## src/rtl/dma_chan_pkg.sv

```systemverilog
package dma_chan_pkg;

    typedef enum logic [2:0] {
        SEL_ADDR  = 3'd0,
        SEL_COUNT = 3'd1,
        SEL_PAGE  = 3'd2,
        SEL_MODE  = 3'd3,
        SEL_MASK  = 3'd4,
        SEL_REQ   = 3'd5,
        SEL_FFCLR = 3'd6,
        SEL_NONE  = 3'd7
    } port_sel_e;

    typedef enum logic [1:0] {
        XT_DEMAND  = 2'b00,
        XT_SINGLE  = 2'b01,
        XT_BLOCK   = 2'b10,
        XT_CASCADE = 2'b11
    } xfer_type_e;

    typedef enum logic [1:0] {
        ST_IDLE  = 2'd0,
        ST_SERVE = 2'd1,
        ST_TERM  = 2'd2
    } chan_state_e;

    // mode byte bits [7:2]; bits [1:0] only address the channel
    typedef struct packed {
        xfer_type_e ttype;
        logic       dec;
        logic       auto_init;
        logic [1:0] dir;
    } mode_t;

endpackage

```

## src/rtl/dma_word_reg.sv

```systemverilog
module dma_word_reg #(
    parameter int BW = 8
) (
    input  logic            clk,
    input  logic            rst_n,
    input  logic            ld_lo,
    input  logic            ld_hi,
    input  logic [BW-1:0]   wbyte,
    input  logic            step,
    input  logic            down,
    input  logic            reload,
    output logic [2*BW-1:0] cur,
    output logic [2*BW-1:0] base
);
    localparam int W = 2 * BW;

    always_ff @(posedge clk) begin
        if (!rst_n) begin
            cur  <= '0;
            base <= '0;
        end else if (ld_lo) begin
            cur[BW-1:0]  <= wbyte;
            base[BW-1:0] <= wbyte;
        end else if (ld_hi) begin
            cur[W-1:BW]  <= wbyte;
            base[W-1:BW] <= wbyte;
        end else if (reload) begin
            cur <= base;
        end else if (step) begin
            cur <= down ? cur - W'(1) : cur + W'(1);
        end
    end
endmodule

```

## src/rtl/dma_xfer_fsm.sv

```systemverilog
module dma_xfer_fsm
    import dma_chan_pkg::*;
(
    input  logic clk,
    input  logic rst_n,
    input  logic req_ok,
    input  logic strobe,
    input  logic cnt_zero,
    output logic chan_req,
    output logic tc_pulse,
    output logic step_en,
    output logic tc_hit
);
    chan_state_e state_q, state_d;

    always_ff @(posedge clk) begin
        if (!rst_n) state_q <= ST_IDLE;
        else        state_q <= state_d;
    end

    always_comb begin
        state_d = state_q;
        unique case (state_q)
            ST_IDLE:  if (req_ok) state_d = ST_SERVE;
            ST_SERVE: begin
                if (tc_hit)       state_d = ST_TERM;
                else if (!req_ok) state_d = ST_IDLE;
            end
            ST_TERM:  state_d = req_ok ? ST_SERVE : ST_IDLE;
            default:  state_d = ST_IDLE;
        endcase
    end

    always_comb begin
        chan_req = (state_q == ST_SERVE);
        tc_pulse = (state_q == ST_TERM);
        step_en  = strobe && (state_q == ST_SERVE);
        tc_hit   = step_en && cnt_zero;
    end
endmodule

```

## src/rtl/dma_chan_regs.sv

```systemverilog
module dma_chan_regs
    import dma_chan_pkg::*;
#(
    parameter int CHAN_ID = 1,
    parameter int BW      = 8
) (
    input  logic            clk,
    input  logic            rst_n,
    input  logic            wr_en,
    input  logic            rd_en,
    input  logic [2:0]      reg_sel,
    input  logic [BW-1:0]   wdata,
    output logic [BW-1:0]   rdata,
    input  logic            hw_dreq,
    input  logic            xfer_strobe,
    output logic            chan_req,
    output logic            tc_pulse,
    output logic [3*BW-1:0] mem_addr,
    output logic [1:0]      xfer_dir
);
    localparam int W = 2 * BW;

    port_sel_e       sel;
    logic            ptr_q, mask_q, sw_req_q, chan_match;
    logic [BW-1:0]   page_q;
    mode_t           mode_q;
    logic            step_en, tc_hit, req_ok;
    logic [W-1:0]    cur_w  [2];
    logic [W-1:0]    base_w [2];
    logic [W-1:0]    addr_cur, cnt_cur, cnt_base;

    assign sel        = port_sel_e'(reg_sel);
    assign chan_match = (wdata[1:0] == 2'(CHAN_ID));

    // shared byte pointer
    always_ff @(posedge clk) begin
        if (!rst_n)
            ptr_q <= 1'b0;
        else if (wr_en && sel == SEL_FFCLR)
            ptr_q <= 1'b0;
        else if ((wr_en || rd_en) && (sel == SEL_ADDR || sel == SEL_COUNT))
            ptr_q <= ~ptr_q;
    end

    // index 0: address word, index 1: count word
    for (genvar gi = 0; gi < 2; gi++) begin : g_word
        localparam port_sel_e MY_SEL = (gi == 0) ? SEL_ADDR : SEL_COUNT;
        logic hit;
        assign hit = wr_en && (sel == MY_SEL);
        dma_word_reg #(.BW(BW)) u_word (
            .clk    (clk),
            .rst_n  (rst_n),
            .ld_lo  (hit && !ptr_q),
            .ld_hi  (hit && ptr_q),
            .wbyte  (wdata),
            .step   (step_en && !(tc_hit && mode_q.auto_init)),
            .down   ((gi == 1) ? 1'b1 : mode_q.dec),
            .reload (tc_hit && mode_q.auto_init),
            .cur    (cur_w[gi]),
            .base   (base_w[gi])
        );
    end

    assign addr_cur = cur_w[0];
    assign cnt_cur  = cur_w[1];
    assign cnt_base = base_w[1];

    always_ff @(posedge clk) begin
        if (!rst_n) begin
            page_q   <= '0;
            mode_q   <= '0;
            mask_q   <= 1'b1;
            sw_req_q <= 1'b0;
        end else begin
            if (wr_en && sel == SEL_PAGE)
                page_q <= wdata;
            if (wr_en && sel == SEL_MODE && chan_match)
                mode_q <= mode_t'(wdata[7:2]);
            if (wr_en && sel == SEL_MASK && chan_match)
                mask_q <= wdata[2];
            else if (tc_hit && !mode_q.auto_init)
                mask_q <= 1'b1;
            if (wr_en && sel == SEL_REQ && chan_match)
                sw_req_q <= wdata[2];
        end
    end

    assign req_ok = !mask_q &&
                    (hw_dreq || (sw_req_q && mode_q.ttype == XT_BLOCK));

    dma_xfer_fsm u_fsm (
        .clk      (clk),
        .rst_n    (rst_n),
        .req_ok   (req_ok),
        .strobe   (xfer_strobe),
        .cnt_zero (cnt_cur == '0),
        .chan_req (chan_req),
        .tc_pulse (tc_pulse),
        .step_en  (step_en),
        .tc_hit   (tc_hit)
    );

    always_comb begin
        unique case (sel)
            SEL_ADDR:  rdata = ptr_q ? addr_cur[W-1:BW] : addr_cur[BW-1:0];
            SEL_COUNT: rdata = ptr_q ? cnt_cur[W-1:BW]  : cnt_cur[BW-1:0];
            SEL_PAGE:  rdata = page_q;
            default:   rdata = '0;
        endcase
    end

    assign mem_addr = {page_q, addr_cur};
    assign xfer_dir = mode_q.dir;
endmodule

```

## config.mk

```make
export PLATFORM = sky130hd
export DESIGN_NAME = dma_chan_regs
export DESIGN_NICKNAME = d
export VERILOG_FILES = /design/src/rtl/dma_chan_pkg.sv /design/src/rtl/dma_word_reg.sv /design/src/rtl/dma_xfer_fsm.sv /design/src/rtl/dma_chan_regs.sv
export SDC_FILE = /design/constraint.sdc
export NUM_CORES = 1
export LEC_CHECK = 0
export ABC_AREA = 1
export BUFFER_PORTS_ARGS = -buffer_cell sky130_fd_sc_hd__buf_2
export CAP_MARGIN = 20
export CORE_MARGIN = 8
export CORE_UTILIZATION = 45
export CTS_CLUSTER_SIZE = 16
export DETAILED_ROUTE_END_ITERATION = 7
export PLACE_DENSITY = 0.69
export SYNTH_ARGS = -nofsm -noshare
export SYNTH_HDL_FRONTEND = slang
export SYNTH_HIERARCHICAL = 1
export SYNTH_SLANG_ARGS = --single-unit
```

## constraint.sdc

```tcl
create_clock -name clk -period 2.37 [get_ports clk]
set_input_delay 0.474 -clock clk [delete_from_list [all_inputs] [get_ports clk]]
set_output_delay 0.474 -clock clk [all_outputs]
set_load 0.02 [all_outputs]
```

==> impl_metrics.ini <==
[floorplan]
rows = 42
die_h_um = 130.5
io_pins = 53
die-area_um2 = 17030
initial_core_util_pct = 45.27
die_w_um = 130.5
core-area_um2 = 13030

[grt]
grt_pass1_vias = 5812
grt_overflow = 0
grtUsageMet3_pct = 2.110
grt_antenna_before_repair = 0
met1_usage_pct = 29.30
grtUsageMet2_pct = 36.22
gr-usage-all-layers_pct = 22.02
grt_max_degree = 36
grt-busiest-layer = met2
grt_pass1_wl_um = 29350

[min_path]
worstHoldPathType = flop to flop
min_to = g_word[0].u_word/base[1]$_SDFFE_PN0P_
worstHoldStart = g_word[0].u_word/base[1]$_SDFFE_PN0P_
min_path_cells = 2

[worst_setup_path]
crit_fanout = 14
crit_path_end_kind = output pin
required_ns = 1.90
rrSetupSlack_ns = 0.21
reg2reg_depth = 13
cp-start-kind = flop
path_class = flop to output pin
r2r_start = g_word[1].u_word/cur[14]$_SDFFE_PN0P_
r2r_end = g_word[1].u_word/cur[13]$_SDFFE_PN0P_
cp.arrival_ns = 1.74

[routing]
via_count = 6419
wl_per_cell_um = 14.75
ant_nets = 0
drc = 0
drt_iter0_drc = 570
drt-pass1-iter-count = 5
routed_wl_um = 18550
avgViaCountPerCell = 5.103

[placement]
globalplace.congestion = 0.9147
portBuffers = 52
placed_area_um2 = 6610
place_ws_ns = 0.09206
place_inst = 1240
hpwl_um = 13940

[clocking]
cts.hold.buffers_added = 0
cts-root-buf = clkbuf_16
clockBufferDepth = 2
clock_sinks = 83
cts_buffers = 9
path_clk_slew_ns = 0.06
clock_latency_ns = 0.34
htree_num_levels = 3
cts_tree = yes

[synth]
async_reset_ff_share_pct = 0
ys_seq_area_share_pct = 28.17
synth_area_um2 = 5899
syn-mean-instance-area_um2 = 5.995
synth_most_common_cell = nand2_1
yosysTopAreaCell = dfxtp_1
ys_seq_elements = 83
ys.flop_type = dfxtp_1
synthTopCellsByCount = 323 x nand2_1, 110 x inv_1, 109 x nor2_1
synth_cells = 984
synth.area.top_cells = dfxtp_1 28%, nand2_1 21%, a21oi_1 8.3%
synth_top_area_share_pct = 28.17
synthDistinctLibCells = 37
yosys_warnings = 6
synth-edff-count = 0

[power]
ir_drop_mv = 0.3530
p_total_w = 0.003236
p_switching_w = 0.0008933
p_int_w = 0.002342
p_leak_nw = 3.651
seqPwrFrac_pct = 44.8
switching_share_pct = 27.61
pwr-share-clk_pct = 40.4
combPwrFrac_pct = 14.8
power_density_nw_per_um2 = 465.8

[cells_and_area]
nets = 1126
area_growth_pct = 17.75
fin_area_um2 = 6947
nFillCells = 1417
drive_gt1_share_pct = 13.22
finalNonFillerCells = 1258
antennaDiodeCount = 0

[timing]
max_slew_margin_pct = 58.57
finalSetupViolations = 0
worst_pin_slew_ns = 0.6194
hold_viol = 0
finalCriticalPeriod_ns = 2.211
fin_skew_ns = 0.01200
setup_slack_ns = 0.1593
period_share_pct = 93.28
fmax_ghz = 0.4523
fin_setup_tns_ns = 0
drv_slew = 0

[run_status]
status = completed

[run]
max_cap_viol_count = 0
==> repair_timing <==
| action | CTS | global route |
|---|---|---|
| setup endpoints to repair | 0 | 35 |
| gates resized for setup | 0 | 12 |
| setup buffers | 0 | 4 |
==> critical path: stages (launching register included) <==
cell and delay (ns):
dfxtp_1 0.37, clkinvlp_4 0.27, buf_4 0.25, nand2_1 0.06, nand2_1 0.07, nand2_1 0.09, nand3_1 0.10, buf_2 0.17
==> power groups by stage <==
stage	combinational [W]	sequential [W]	clock, W
3_3_place_gp	0.000461	0.00148	0
5_1_grt	0.000530	0.00145	0.00138
3_5_place_dp	0.000463	0.00148	0
2_1_floorplan	0.000287	0.00149	0
4_1_cts	0.000467	0.00145	0.00132
6_report	0.000478	0.00145	0.00131
==> worst max-delay path by stage <==
stage	from	to	slack, ns	cells after the start
after floorplan	reg_sel[2]	g_word[0].u_word/cur[2]$_SDFFE_PN0P_	0.05	11
after global placement	reg_sel[1]	g_word[1].u_word/cur[4]$_SDFFE_PN0P_	0.08	12
after detailed placement	reg_sel[1]	g_word[1].u_word/cur[4]$_SDFFE_PN0P_	0.09	12
after CTS	ptr_q$_SDFFE_PP0P_	rdata[5]	0.05	7
after global routing	g_word[1].u_word/cur[14]$_SDFFE_PN0P_	g_word[1].u_word/cur[13]$_SDFFE_PN0P_	-0.01	13
final	ptr_q$_SDFFE_PP0P_	rdata[3]	0.16	7
==> placed cells by master, fill, tap and decap left out, types with 2 or more instances in the layout <==
cell and n:
nand2_1 323, inv_1 110, nor2_1 108, a21oi_1 98, dfxtp_1 82, nand3_1 63, buf_2 52, buf_4 47
o21ai_0 44, ha_1 28, conb_1 16, o21ai_1 12, clkbuf_16 9, xnor2_1 8, o211ai_1 8, a31oi_1 8
nor3_1 7, nor3_2 5, nand3b_1 5, nand4_1 5, inv_2 5, nor2_2 4, o21ai_4 4, clkinvlp_4 3
nand2_2 3, or2_2 2, clkbuf_8 2, or2_4 2, o21a_1 2, or2_0 2, and2_1 2, xor2_1 2
fa_1 2
==> through the flow <==
step	utilization, %	hold slack [ns]
2_1_floorplan	-	0.4297
3_3_place_gp	50.72	0.4442
3_5_place_dp	50.72	0.4531
4_1_cts	52.78	0.4603
5_1_grt	53.30	0.4842
6_report	53.30	0.4655
==> sequential cells by signal (all words and copies together) (netlist names) <==
register / cells
sw_req_q: 1
page_q: 8
mode_q: 4
g_word.u_word/cur: 32
ptr_q: 1
u_fsm/state_q: 2
mask_q: 1
g_word.u_word/base: 32
xfer_dir: 2
==> per-layer routing <==
metal  vias to the layer above  part of all wire, %
met4                         0                  2.1
met3                        27                  5.3
met5                         -                    0
met2                       195                   47
li1                       3333                    -
met1                      2864                   46
==> kinds of logic (layout without fill, tap and decap cells) <==
kind of cell,after synthesis,after routing,synth area share [%]
and+or+nand+nor,534,534,37.16
AOI/OAI and AO/OA,176,176,16.03
DFF,83,83,28.17
adders and majority gates,30,30,6.617
xor gates and xnor gates,10,10,1.485
buffers and inverters,150,233,10.48
other,1,16,0.06357
==> cell type report <==
type | count | area, um2 | share of cell area, %
Sequential cell | 83 | 1663 | 23.94
Timing Repair Buffer | 100 | 624.3 | 8.988
Clock inverter | 2 | 12.51 | 0.1801
Inverter | 119 | 456.7 | 6.574
Tap cell | 176 | 220.2 | 3.170
Clock buffer | 12 | 256.5 | 3.692
Multi-Input combinational cell | 766 | 3714 | 53.46
No activity file was read; power rests on OpenSTA's default activity.
